[src/rtl/rbn_pkg.sv]
package rbn_pkg;
  // index width that never collapses to zero bits
  function automatic int idx_w(input int n);
    return (n > 1) ? $clog2(n) : 1;
  endfunction
  // width of a counter that must hold the value n itself
  function automatic int cnt_w(input int n);
    return $clog2(n + 1);
  endfunction
endpackage

[src/rtl/rbn_pipe.sv]
module rbn_pipe #(
  parameter int W      = 24,
  parameter int STAGES = 1
) (
  input  logic         clk,
  input  logic         rst,
  input  logic         in_v,
  input  logic [W-1:0] in_d,
  output logic         out_v,
  output logic [W-1:0] out_d
);
  generate
    if (STAGES == 0) begin : g_wire
      assign out_v = in_v;
      assign out_d = in_d;
    end else begin : g_regs
      logic         v_q [STAGES];
      logic [W-1:0] d_q [STAGES];
      always_ff @(posedge clk) begin
        if (rst) v_q[0] <= 1'b0;
        else     v_q[0] <= in_v;
        d_q[0] <= in_d;
      end
      for (genvar s = 1; s < STAGES; s++) begin : g_stage
        always_ff @(posedge clk) begin
          if (rst) v_q[s] <= 1'b0;
          else     v_q[s] <= v_q[s-1];
          d_q[s] <= d_q[s-1];
        end
      end
      assign out_v = v_q[STAGES-1];
      assign out_d = d_q[STAGES-1];
    end
  endgenerate
endmodule

[src/rtl/rbn_fifo.sv]
module rbn_fifo #(
  parameter int W     = 24,
  parameter int DEPTH = 4
) (
  input  logic         clk,
  input  logic         rst,
  input  logic         wr_en,
  input  logic [W-1:0] wr_data,
  input  logic         rd_en,
  output logic [W-1:0] rd_data,
  output logic         empty
);
  import rbn_pkg::*;
  localparam int PW = idx_w(DEPTH);
  localparam int CW = cnt_w(DEPTH);
  localparam logic [PW-1:0] LAST = PW'(DEPTH - 1);

  logic [W-1:0]  mem [DEPTH];
  logic [PW-1:0] wptr, rptr;
  logic [CW-1:0] count;

  // plain write port, registered read port: maps onto block RAM
  always_ff @(posedge clk) begin
    if (wr_en) mem[wptr] <= wr_data;
    if (rd_en) rd_data <= mem[rptr];
  end

  always_ff @(posedge clk) begin
    if (rst) begin
      wptr  <= '0;
      rptr  <= '0;
      count <= '0;
    end else begin
      if (wr_en) wptr <= (wptr == LAST) ? '0 : wptr + 1'b1;
      if (rd_en) rptr <= (rptr == LAST) ? '0 : rptr + 1'b1;
      case ({wr_en, rd_en})
        2'b10:   count <= count + 1'b1;
        2'b01:   count <= count - 1'b1;
        default: count <= count;
      endcase
    end
  end

  assign empty = (count == '0);
endmodule

[src/rtl/rbn_row_router.sv]
module rbn_row_router #(
  parameter int W       = 24,
  parameter int DEPTH   = 4,
  parameter int RTR_LAT = 3,
  parameter int BUS_GAP = 2
) (
  input  logic         clk,
  input  logic         rst,
  input  logic         in_v,
  input  logic [W-1:0] in_d,
  output logic         launch,
  output logic         out_v,
  output logic [W-1:0] out_d
);
  import rbn_pkg::*;
  localparam int GW   = cnt_w(BUS_GAP);
  localparam int TAIL = (RTR_LAT > 2) ? RTR_LAT - 2 : 0;

  logic          empty;
  logic [W-1:0]  rd_data;
  logic          rd_v_q;
  logic [GW-1:0] gap_q;

  assign launch = !empty && (gap_q == '0);

  rbn_fifo #(.W(W), .DEPTH(DEPTH)) fifo_i (
    .clk(clk), .rst(rst),
    .wr_en(in_v), .wr_data(in_d),
    .rd_en(launch), .rd_data(rd_data),
    .empty(empty)
  );

  // pacing: one launch per BUS_GAP cycles
  always_ff @(posedge clk) begin
    if (rst) begin
      gap_q  <= '0;
      rd_v_q <= 1'b0;
    end else begin
      rd_v_q <= launch;
      if (launch)            gap_q <= GW'(BUS_GAP - 1);
      else if (gap_q != '0)  gap_q <= gap_q - 1'b1;
    end
  end

  rbn_pipe #(.W(W), .STAGES(TAIL)) tail_i (
    .clk(clk), .rst(rst),
    .in_v(rd_v_q), .in_d(rd_data),
    .out_v(out_v), .out_d(out_d)
  );
endmodule

[src/rtl/rowbus_addr_net.sv]
module rowbus_addr_net #(
  parameter int ADDR_W     = 24,
  parameter int ROWS       = 4,
  parameter int COLS       = 4,
  parameter int LINK_LAT   = 1,
  parameter int RTR_LAT    = 3,
  parameter int BUS_LAT    = 2,
  parameter int BUS_GAP    = 2,
  parameter int FIFO_DEPTH = 4,
  localparam int ROW_W     = rbn_pkg::idx_w(ROWS),
  localparam int BANKS     = ROWS * COLS
) (
  input  logic                    clk,
  input  logic                    rst,
  input  logic                    in_valid,
  input  logic [ROW_W-1:0]        in_row,
  input  logic [ADDR_W-1:0]       in_addr,
  output logic                    in_ready,
  output logic [BANKS-1:0]        bank_valid,
  output logic [BANKS*ADDR_W-1:0] bank_addr
);
  import rbn_pkg::*;
  localparam int CW = cnt_w(FIFO_DEPTH);

  logic [ROWS-1:0] row_rdy;
  logic [ROWS-1:0] row_take;
  logic [ROWS-1:0] row_launch;

  always_comb begin
    in_ready = 1'b0;
    for (int r = 0; r < ROWS; r++)
      if (in_row == ROW_W'(r)) in_ready = row_rdy[r];
  end

  generate
    for (genvar r = 0; r < ROWS; r++) begin : g_row
      logic [CW-1:0]     credit_q;
      logic              lnk_v, rtr_v, bus_v;
      logic [ADDR_W-1:0] lnk_d, rtr_d, bus_d;

      assign row_rdy[r]  = (credit_q < CW'(FIFO_DEPTH));
      assign row_take[r] = in_valid && (in_row == ROW_W'(r)) && row_rdy[r];

      // credits cover the link stages plus the router queue
      always_ff @(posedge clk) begin
        if (rst) credit_q <= '0;
        else case ({row_take[r], row_launch[r]})
          2'b10:   credit_q <= credit_q + 1'b1;
          2'b01:   credit_q <= credit_q - 1'b1;
          default: credit_q <= credit_q;
        endcase
      end

      rbn_pipe #(.W(ADDR_W), .STAGES(LINK_LAT)) link_i (
        .clk(clk), .rst(rst),
        .in_v(row_take[r]), .in_d(in_addr),
        .out_v(lnk_v), .out_d(lnk_d)
      );

      rbn_row_router #(.W(ADDR_W), .DEPTH(FIFO_DEPTH),
                       .RTR_LAT(RTR_LAT), .BUS_GAP(BUS_GAP)) rtr_i (
        .clk(clk), .rst(rst),
        .in_v(lnk_v), .in_d(lnk_d),
        .launch(row_launch[r]),
        .out_v(rtr_v), .out_d(rtr_d)
      );

      rbn_pipe #(.W(ADDR_W), .STAGES(BUS_LAT)) bus_i (
        .clk(clk), .rst(rst),
        .in_v(rtr_v), .in_d(rtr_d),
        .out_v(bus_v), .out_d(bus_d)
      );

      // every bank on the row taps the final bus stage
      for (genvar c = 0; c < COLS; c++) begin : g_tap
        assign bank_valid[r*COLS + c]                = bus_v;
        assign bank_addr[(r*COLS + c)*ADDR_W +: ADDR_W] = bus_d;
      end
    end
  endgenerate
endmodule

[config.mk]
export PLATFORM = sky130hd
export DESIGN_NAME = rowbus_addr_net
export DESIGN_NICKNAME = d
export VERILOG_FILES = /design/src/rtl/rbn_pkg.sv /design/src/rtl/rbn_pipe.sv /design/src/rtl/rbn_fifo.sv /design/src/rtl/rbn_row_router.sv /design/src/rtl/rowbus_addr_net.sv
export SDC_FILE = /design/constraint.sdc
export NUM_CORES = 1
export LEC_CHECK = 0
export BUFFER_PORTS_ARGS = -buffer_cell sky130_fd_sc_hd__buf_2
export CORE_MARGIN = 8
export CORE_UTILIZATION = 45
export CTS_BUF_LIST = sky130_fd_sc_hd__clkbuf_8
export CTS_CLUSTER_DIAMETER = 200
export DETAILED_ROUTE_END_ITERATION = 8
export GPL_TIMING_DRIVEN = 0
export HOLD_SLACK_MARGIN = 0.05
export PLACE_DENSITY = 0.68
export SYNTH_ARGS = -nofsm -noshare
export SYNTH_HDL_FRONTEND = slang
export SYNTH_SLANG_ARGS = --single-unit
[constraint.sdc]
create_clock -name clk -period 4.2 [get_ports clk]
set_input_delay 1.05 -clock clk [delete_from_list [all_inputs] [get_ports clk]]
set_output_delay 1.05 -clock clk [all_outputs]
set_load 0.05 [all_outputs]
### Word-level counts from Yosys, hierarchy flattened

Memories as Yosys holds them, arrays and structs flattened. A register that Yosys moved wholly into a read port is not among the register bits.
Cells that the tools add are included.

* add/sub/neg operators: 28
* magnitude comparators: 4
* equal/unequal tests: 27
* muxes and demuxes: 63
* bitwise logic cells: 8
* reductions and logical operators: 53

Operators by type and width (number)
* 3-bit case mux with 2 select lines: 8
* 1-bit two-way mux: 47
* 2-bit equality test, second input constant: 18
* 2-bit nonzero test: 16
* 3-bit by 1-bit adder with 3-bit output, second input constant: 8
* 3-bit by 1-bit subtractor with 3-bit output, second input constant: 8
* 2-bit by 1-bit equality test with 1-bit output, second input constant: 9
* 2-bit by 1-bit adder with 2-bit output, second input constant: 8
* 2-bit two-way mux: 8
* 1-bit logical AND: 12
* 3-bit zero test: 4
* 3-bit < comparator, second input constant: 4
* 2-bit zero test: 5
* 1-bit bitwise OR: 8
* 1-bit OR reduction: 8
* 2-bit OR reduction: 4
* 2-bit by 1-bit subtractor with 2-bit output, second input constant: 4
* 1-bit zero test: 4

* register bits: 52
* bits in writable memories: 784
* input bits: 29
* output and inout bits: 401
* word-level logic and storage cells: 239
* memories kept: 28

Memory list
* g_row[0].rtr_i.fifo_i.mem: words 4, bits a word 24, read ports 1, clocked after Yosys merged registers in 1, write ports 1, line rbn_fifo.sv:18 `logic [W-1:0] mem [DEPTH];`
* g_row[1].rtr_i.fifo_i.mem: words 4, bits a word 24, read ports 1, clocked after Yosys merged registers in 1, write ports 1, line rbn_fifo.sv:18
* g_row[2].rtr_i.fifo_i.mem: words 4, bits a word 24, read ports 1, clocked after Yosys merged registers in 1, write ports 1, line rbn_fifo.sv:18
* g_row[3].rtr_i.fifo_i.mem: words 4, bits a word 24, read ports 1, clocked after Yosys merged registers in 1, write ports 1, line rbn_fifo.sv:18
* g_row[0].bus_i.g_regs.d_q: words 2, bits a word 24, read ports 2, clocked after Yosys merged registers in 0, write ports 2, line rbn_pipe.sv:18 `logic [W-1:0] d_q [STAGES];`
* g_row[1].bus_i.g_regs.d_q: words 2, bits a word 24, read ports 2, clocked after Yosys merged registers in 0, write ports 2, line rbn_pipe.sv:18
* 22 more memories

### Logic depth before layout (Yosys ltp)

* depth after elaboration: 5
* depth in mapped cells: 10
* depth with buffers taken out: 10

### By module

From an unflattened synthesis, not the netlist that was laid out.

* cell total of the unflattened synthesis: 1731
* area, all modules: 30976.0 um^2

Modules (own cells, without submodules)
* rbn_fifo: instances 4, cells each 194, area an instance 4631.9 um^2, seq. area each 3743.6 um^2
* rbn_pipe at g_row[0].bus_i ...: instances 4, cells each 76, area an instance 1193.6 um^2, seq. area each 1001.0 um^2
* rbn_pipe at g_row[0].link_i ...: instances 8, cells each 26, area an instance 514.2 um^2, seq. area each 500.5 um^2
* rowbus_addr_net: instances 1, cells each 387, area an instance 2989.1 um^2, seq. area each 240.2 um^2
* rbn_row_router: instances 4, cells each 14, area an instance 142.6 um^2, seq. area each 60.1 um^2

### Least setup slack after synthesis

Ideal clock, no wire load.

* kind: input to output
* from: in in_row[0]
* to: out in_ready
* arrival time: 2.447 ns
* required time: 3.150 ns
* setup slack: 0.703 ns
* cell stages on the path: 2
* buffers on the path: 0
* cells stage by stage: mux2_2 > o21ai_0

* cells in the longest elaborated chain, start to end: 5
* elaborated cells on any way between the ends: 8
* those cells by class: 3 x eq/ne; 4 x mux; 1 x reduce/logical

Ends and longest elaborated chain
* start: declaration: line rowbus_addr_net.sv:16 `input logic [ROW_W-1:0] in_row,`
* 2-bit zero test: line rowbus_addr_net.sv:32 `if (in_row == ROW_W'(r)) in_ready = row_rdy[r];`
* 1-bit two-way mux (3 in a row): line rowbus_addr_net.sv:32
* 1-bit two-way mux (*): line rowbus_addr_net.sv:32
* end: declaration: line rowbus_addr_net.sv:18 `output logic in_ready,`

Every way passes the cells marked *; elsewhere a longest branch is shown, timed or not.

### Worst setup path after layout

* from: reg g_row[0].rtr_i.gap_q[0]
* to: reg g_row[0].credit_q[2]

* cells in the longest elaborated chain, start to end: 4
* elaborated cells on any way between the ends: 6
* those cells by class: 2 x eq/ne; 1 x mux; 3 x reduce/logical

Ends and longest elaborated chain
* start: declaration: line rbn_row_router.sv:22 `logic [GW-1:0] gap_q;`
* start signal: assignment: line rbn_row_router.sv:40 `if (launch) gap_q <= GW'(BUS_GAP - 1);`
* start signal: assignment: line rbn_row_router.sv:41 `else if (gap_q != '0) gap_q <= gap_q - 1'b1;`
* 2-bit zero test (*): line rbn_row_router.sv:24 `assign launch = !empty && (gap_q == '0);`
* 1-bit logical AND (*): line rbn_row_router.sv:24
* net g_row[0].rtr_i.fifo_i.rd_en: line rbn_fifo.sv:9 `input logic rd_en,`
* 2-bit by 1-bit equality test with 1-bit output or 2-bit equality test (tied branches): line rowbus_addr_net.sv:47 `else case ({row_take[r], row_launch[r]})`
* 3-bit case mux with 2 select lines or 2-bit nonzero test (tied branches)
* end signal: assignment: line rowbus_addr_net.sv:48 `2'b10: credit_q <= credit_q + 1'b1;`
* end signal: assignment: line rowbus_addr_net.sv:49 `2'b01: credit_q <= credit_q - 1'b1;`
* end signal: assignment: line rowbus_addr_net.sv:50 `default: credit_q <= credit_q;`
* end: declaration: line rowbus_addr_net.sv:37 `logic [CW-1:0] credit_q;`

Mark *: on every way through the listed nets, which the timed path passes. The rest lies on a longest branch.
A chain may end at the register's enable or synchronous reset.

==> summary.txt <==
vias in the first global route -> 15.27k
dpl cells -> 2949
cells after synthesis -> 1666
hold-fix buffers at CTS -> 0
NumNets Final -> 2300
CP required -> 4880 ps
flops & latches, synth -> 860
Syn. warnings -> 0
CP bufs+invs -> 3
initial antenna violation count -> 6
Layout area overhead -> 20.17%
Tot GR Track Use -> 14.65%
synth top area cells -> edfxtp_1 49%, dfxtp_1 26%, buf_4 10%
Pre-antenna DRT Iters -> 5
clock-pin slew on the worst setup and hold paths -> 60 ps
vias per cell -> 4.397
total wire length -> 54770 um
critical path depth -> 10
Clock Latency Late Sink -> 770 ps
Max Cap Viol -> 0
reg2reg end -> g_row[0].credit_q[2]
final hold violation count -> 0
RePlAce Congestion -> 0.7672
commonest non-fill, non-tap cell in the layout -> edfxtp_1
Synth area leader -> edfxtp_1
worst hold margin -> 301.2 ps
GRT overflow -> 0
Die Ht -> 271.5 um
CTS buffer count -> 134
unrepaired setup endpoints after global routing -> false
first-pass GRT wire length -> 83920 um
CP endpoint -> g_row[0].credit_q[2]
Iteration-0 DRC Markers -> 863
Least-Margin Pin Slew -> 1434 ps
Data arrival, critical path -> 4000 ps
slowest CP cell -> inv_1
Worst R2R Setup Slack -> 880 ps
port bufs -> 428
WS Path Type -> reg2reg
Routed Antenna Nets -> 0
Syn Nets -> 1735
Fill cells -> 5117
CTS Sinks -> 860
R2R Path Start -> g_row[0].rtr_i.gap_q[0]
largest net degree at the start of global routing -> 29
Ports -> 430
synthesized area -> 29370 um2
die width -> 271.5 um
layout cells sized above 1 -> 48.40%
die area -> 73700 um2
row count -> 93
post-CTS sizing -> 0
Core Box Area -> 64460 um2
most used cell, CP -> inv_1
depth of the most critical reg-to-reg path -> 10
postcts setup bufs -> 0
post-layout min period -> 3321 ps
Worst Skew -> 38.86 ps
clk buf depth -> 3
crit-path max FO -> 28
share of the synthesized area in the top cell type -> 49.08%
Mapped Avg Cell Area -> 17.63 um2
Seq/Total Area, Yosys -> 74.98%
H-tree levels -> 4
detailed placer's ending HPWL -> 36250 um
dpl ws -> 845.9 ps
CTS tree -> built
# DRC -> 0
power per cell area -> 764.0 nW/um2
fin crit share -> 79.08%
CP Capture Type -> flip-flop
Cell variety after synth -> 32
Max Fclk -> 301.1 MHz
fin worst setup slack -> 878.7 ps
Slowest Stage Delay on Critical Path -> 1010 ps
status -> finished clean
root buffer cell -> clkbuf_8
setup_tns -> 0 ps
final non-filler cell total -> 3196
Worst Setup SP -> g_row[0].rtr_i.gap_q[0]
Hold Path Class -> reg2reg
Pins Over Slew Limit -> 0
Vias -> 14.05k
Critical Path, Cell by Cell -> inv_1 -> ha_1 -> o31ai_4 -> inv_1 -> ha_1 -> inv_1 -> fa_1 -> xor2_1 -> or3_1 -> a21oi_1
Crit path max-delay family -> buffers and inverters
Leak -> 0.01416 uW
Worst Setup Start Kind -> flip-flop
most frequent cells in the layout -> 480 x edfxtp_1, 443 x buf_2, 400 x buf_4, 380 x dfxtp_1, 161 x clkbuf_8
wire per inst -> 17.14 um
headroom to the max-slew limit -> 4.420%
initial core utilization -> 45.56%
VDD IR max -> 0.0004822 V
# setup viols final -> 0
layout make-up:
class / count / area, um2 / area share (%)
Clock buffer: 161 / 2216 / 6.278
Clock inverter: 83 / 459.2 / 1.301
Buffer: 432 / 3267 / 9.256
Tap cell: 855 / 1070 / 3.031
Antenna cell: 2 / 5.005 / 0.01418
Timing Repair Buffer: 429 / 2170 / 6.147
Inverter: 48 / 180.2 / 0.5105
Multi-Input combinational cell: 326 / 3906 / 11.07
Sequential cell: 860 / 22020 / 62.39
cell families after synthesis:
logic type      count (synthesis)  synth area share, %
fa+ha+maj                      40                1.909
mux                           101                7.741
xor+xnor                       16               0.4771
buf+inv                       480                11.74
flops                         860                74.98
compound gates                 49                1.082
simple gates                  120                2.075
synthesized netlist by cell type:
master     instances
a211oi_1           3
nor2b_1           13
nor3_1             6
buf_2             15
fa_1               8
buf_4            400
mux4_2            80
inv_1             48
o21ai_0           10
mux4_1            16
nor2_1            49
clkbuf_1           4
nor3b_1            4
or4b_1             1
mux2_2             1
or3_1             12
nand3_1            2
dfxtp_1          380
ha_1              32
buf_1              1
buf_6              8
buf_12             4
nor4b_1            3
xor2_1            16
a21oi_1           32
and3_1             1
nand2_1           12
mux2i_1            4
and2_1            16
nand4bb_1          1
edfxtp_1         480
o31ai_4            4
per-layer routing:
layer | wire (um) | GRT usage (%) | up-vias
met5 | 13 | 0 | -
met4 | 1410 | 6.306 | 2
met3 | 3637 | 4.414 | 92
met2 | 28070 | 25.52 | 433
met1 | 21640 | 16.60 | 6848
li1 | - | - | 6679
where the power goes:
group | leakage [uW] | total [uW] | switching (uW) | internal, uW
registers | 0.00752 | 11000 | 720 | 10300
clock network | 0.00158 | 6710 | 3080 | 3630
logic | 0.00507 | 9240 | 6140 | 3100
flip-flops by register name, summed over array words and instances (netlist names), 8 cells and up:
register	flops
g_row.rtr_i.fifo_i.mem	384
g_row.bus_i.g_regs.d_q	192
g_row.rtr_i.fifo_i.rd_data	96
g_row.rtr_i.tail_i.g_regs.d_q	96
g_row.link_i.g_regs.d_q	24
g_row.credit_q	12
g_row.rtr_i.fifo_i.count	12
g_row.bus_i.g_regs.v_q	8
g_row.rtr_i.fifo_i.rptr	8
g_row.rtr_i.fifo_i.wptr	8
g_row.rtr_i.gap_q	8
per-stage QoR:
stage / util, % / power [uW] / instance area (um2)
finish: 54.75 / 26960 / 35290
global route: 54.75 / 28220 / 35290
CTS: 54.69 / 27340 / 35260
detailed placement: 50.54 / 20550 / 32580
global placement: 50.54 / 20340 / 32580
floorplan: - / 18570 / 29370
worst min path at each step:
stage	startpoint	to	slack (ps)	cells past startpoint
after global routing	g_row[0].bus_i.g_regs.d_q[0][11]	g_row[0].bus_i.g_regs.d_q[0][35]	310	0
after floorplan	g_row[0].rtr_i.tail_i.g_regs.d_q[0][0]	g_row[0].bus_i.g_regs.d_q[0][0]	310	0
final	g_row[0].bus_i.g_regs.d_q[0][11]	g_row[0].bus_i.g_regs.d_q[0][35]	300	0
after CTS	g_row[0].bus_i.g_regs.d_q[0][11]	g_row[0].bus_i.g_regs.d_q[0][35]	300	0
after detailed placement	g_row[0].bus_i.g_regs.d_q[0][6]	g_row[0].bus_i.g_regs.d_q[0][30]	310	0
after global placement	g_row[1].rtr_i.tail_i.g_regs.d_q[0][5]	g_row[1].bus_i.g_regs.d_q[0][5]	310	0
No activity file was read; power rests on OpenSTA's default activity.
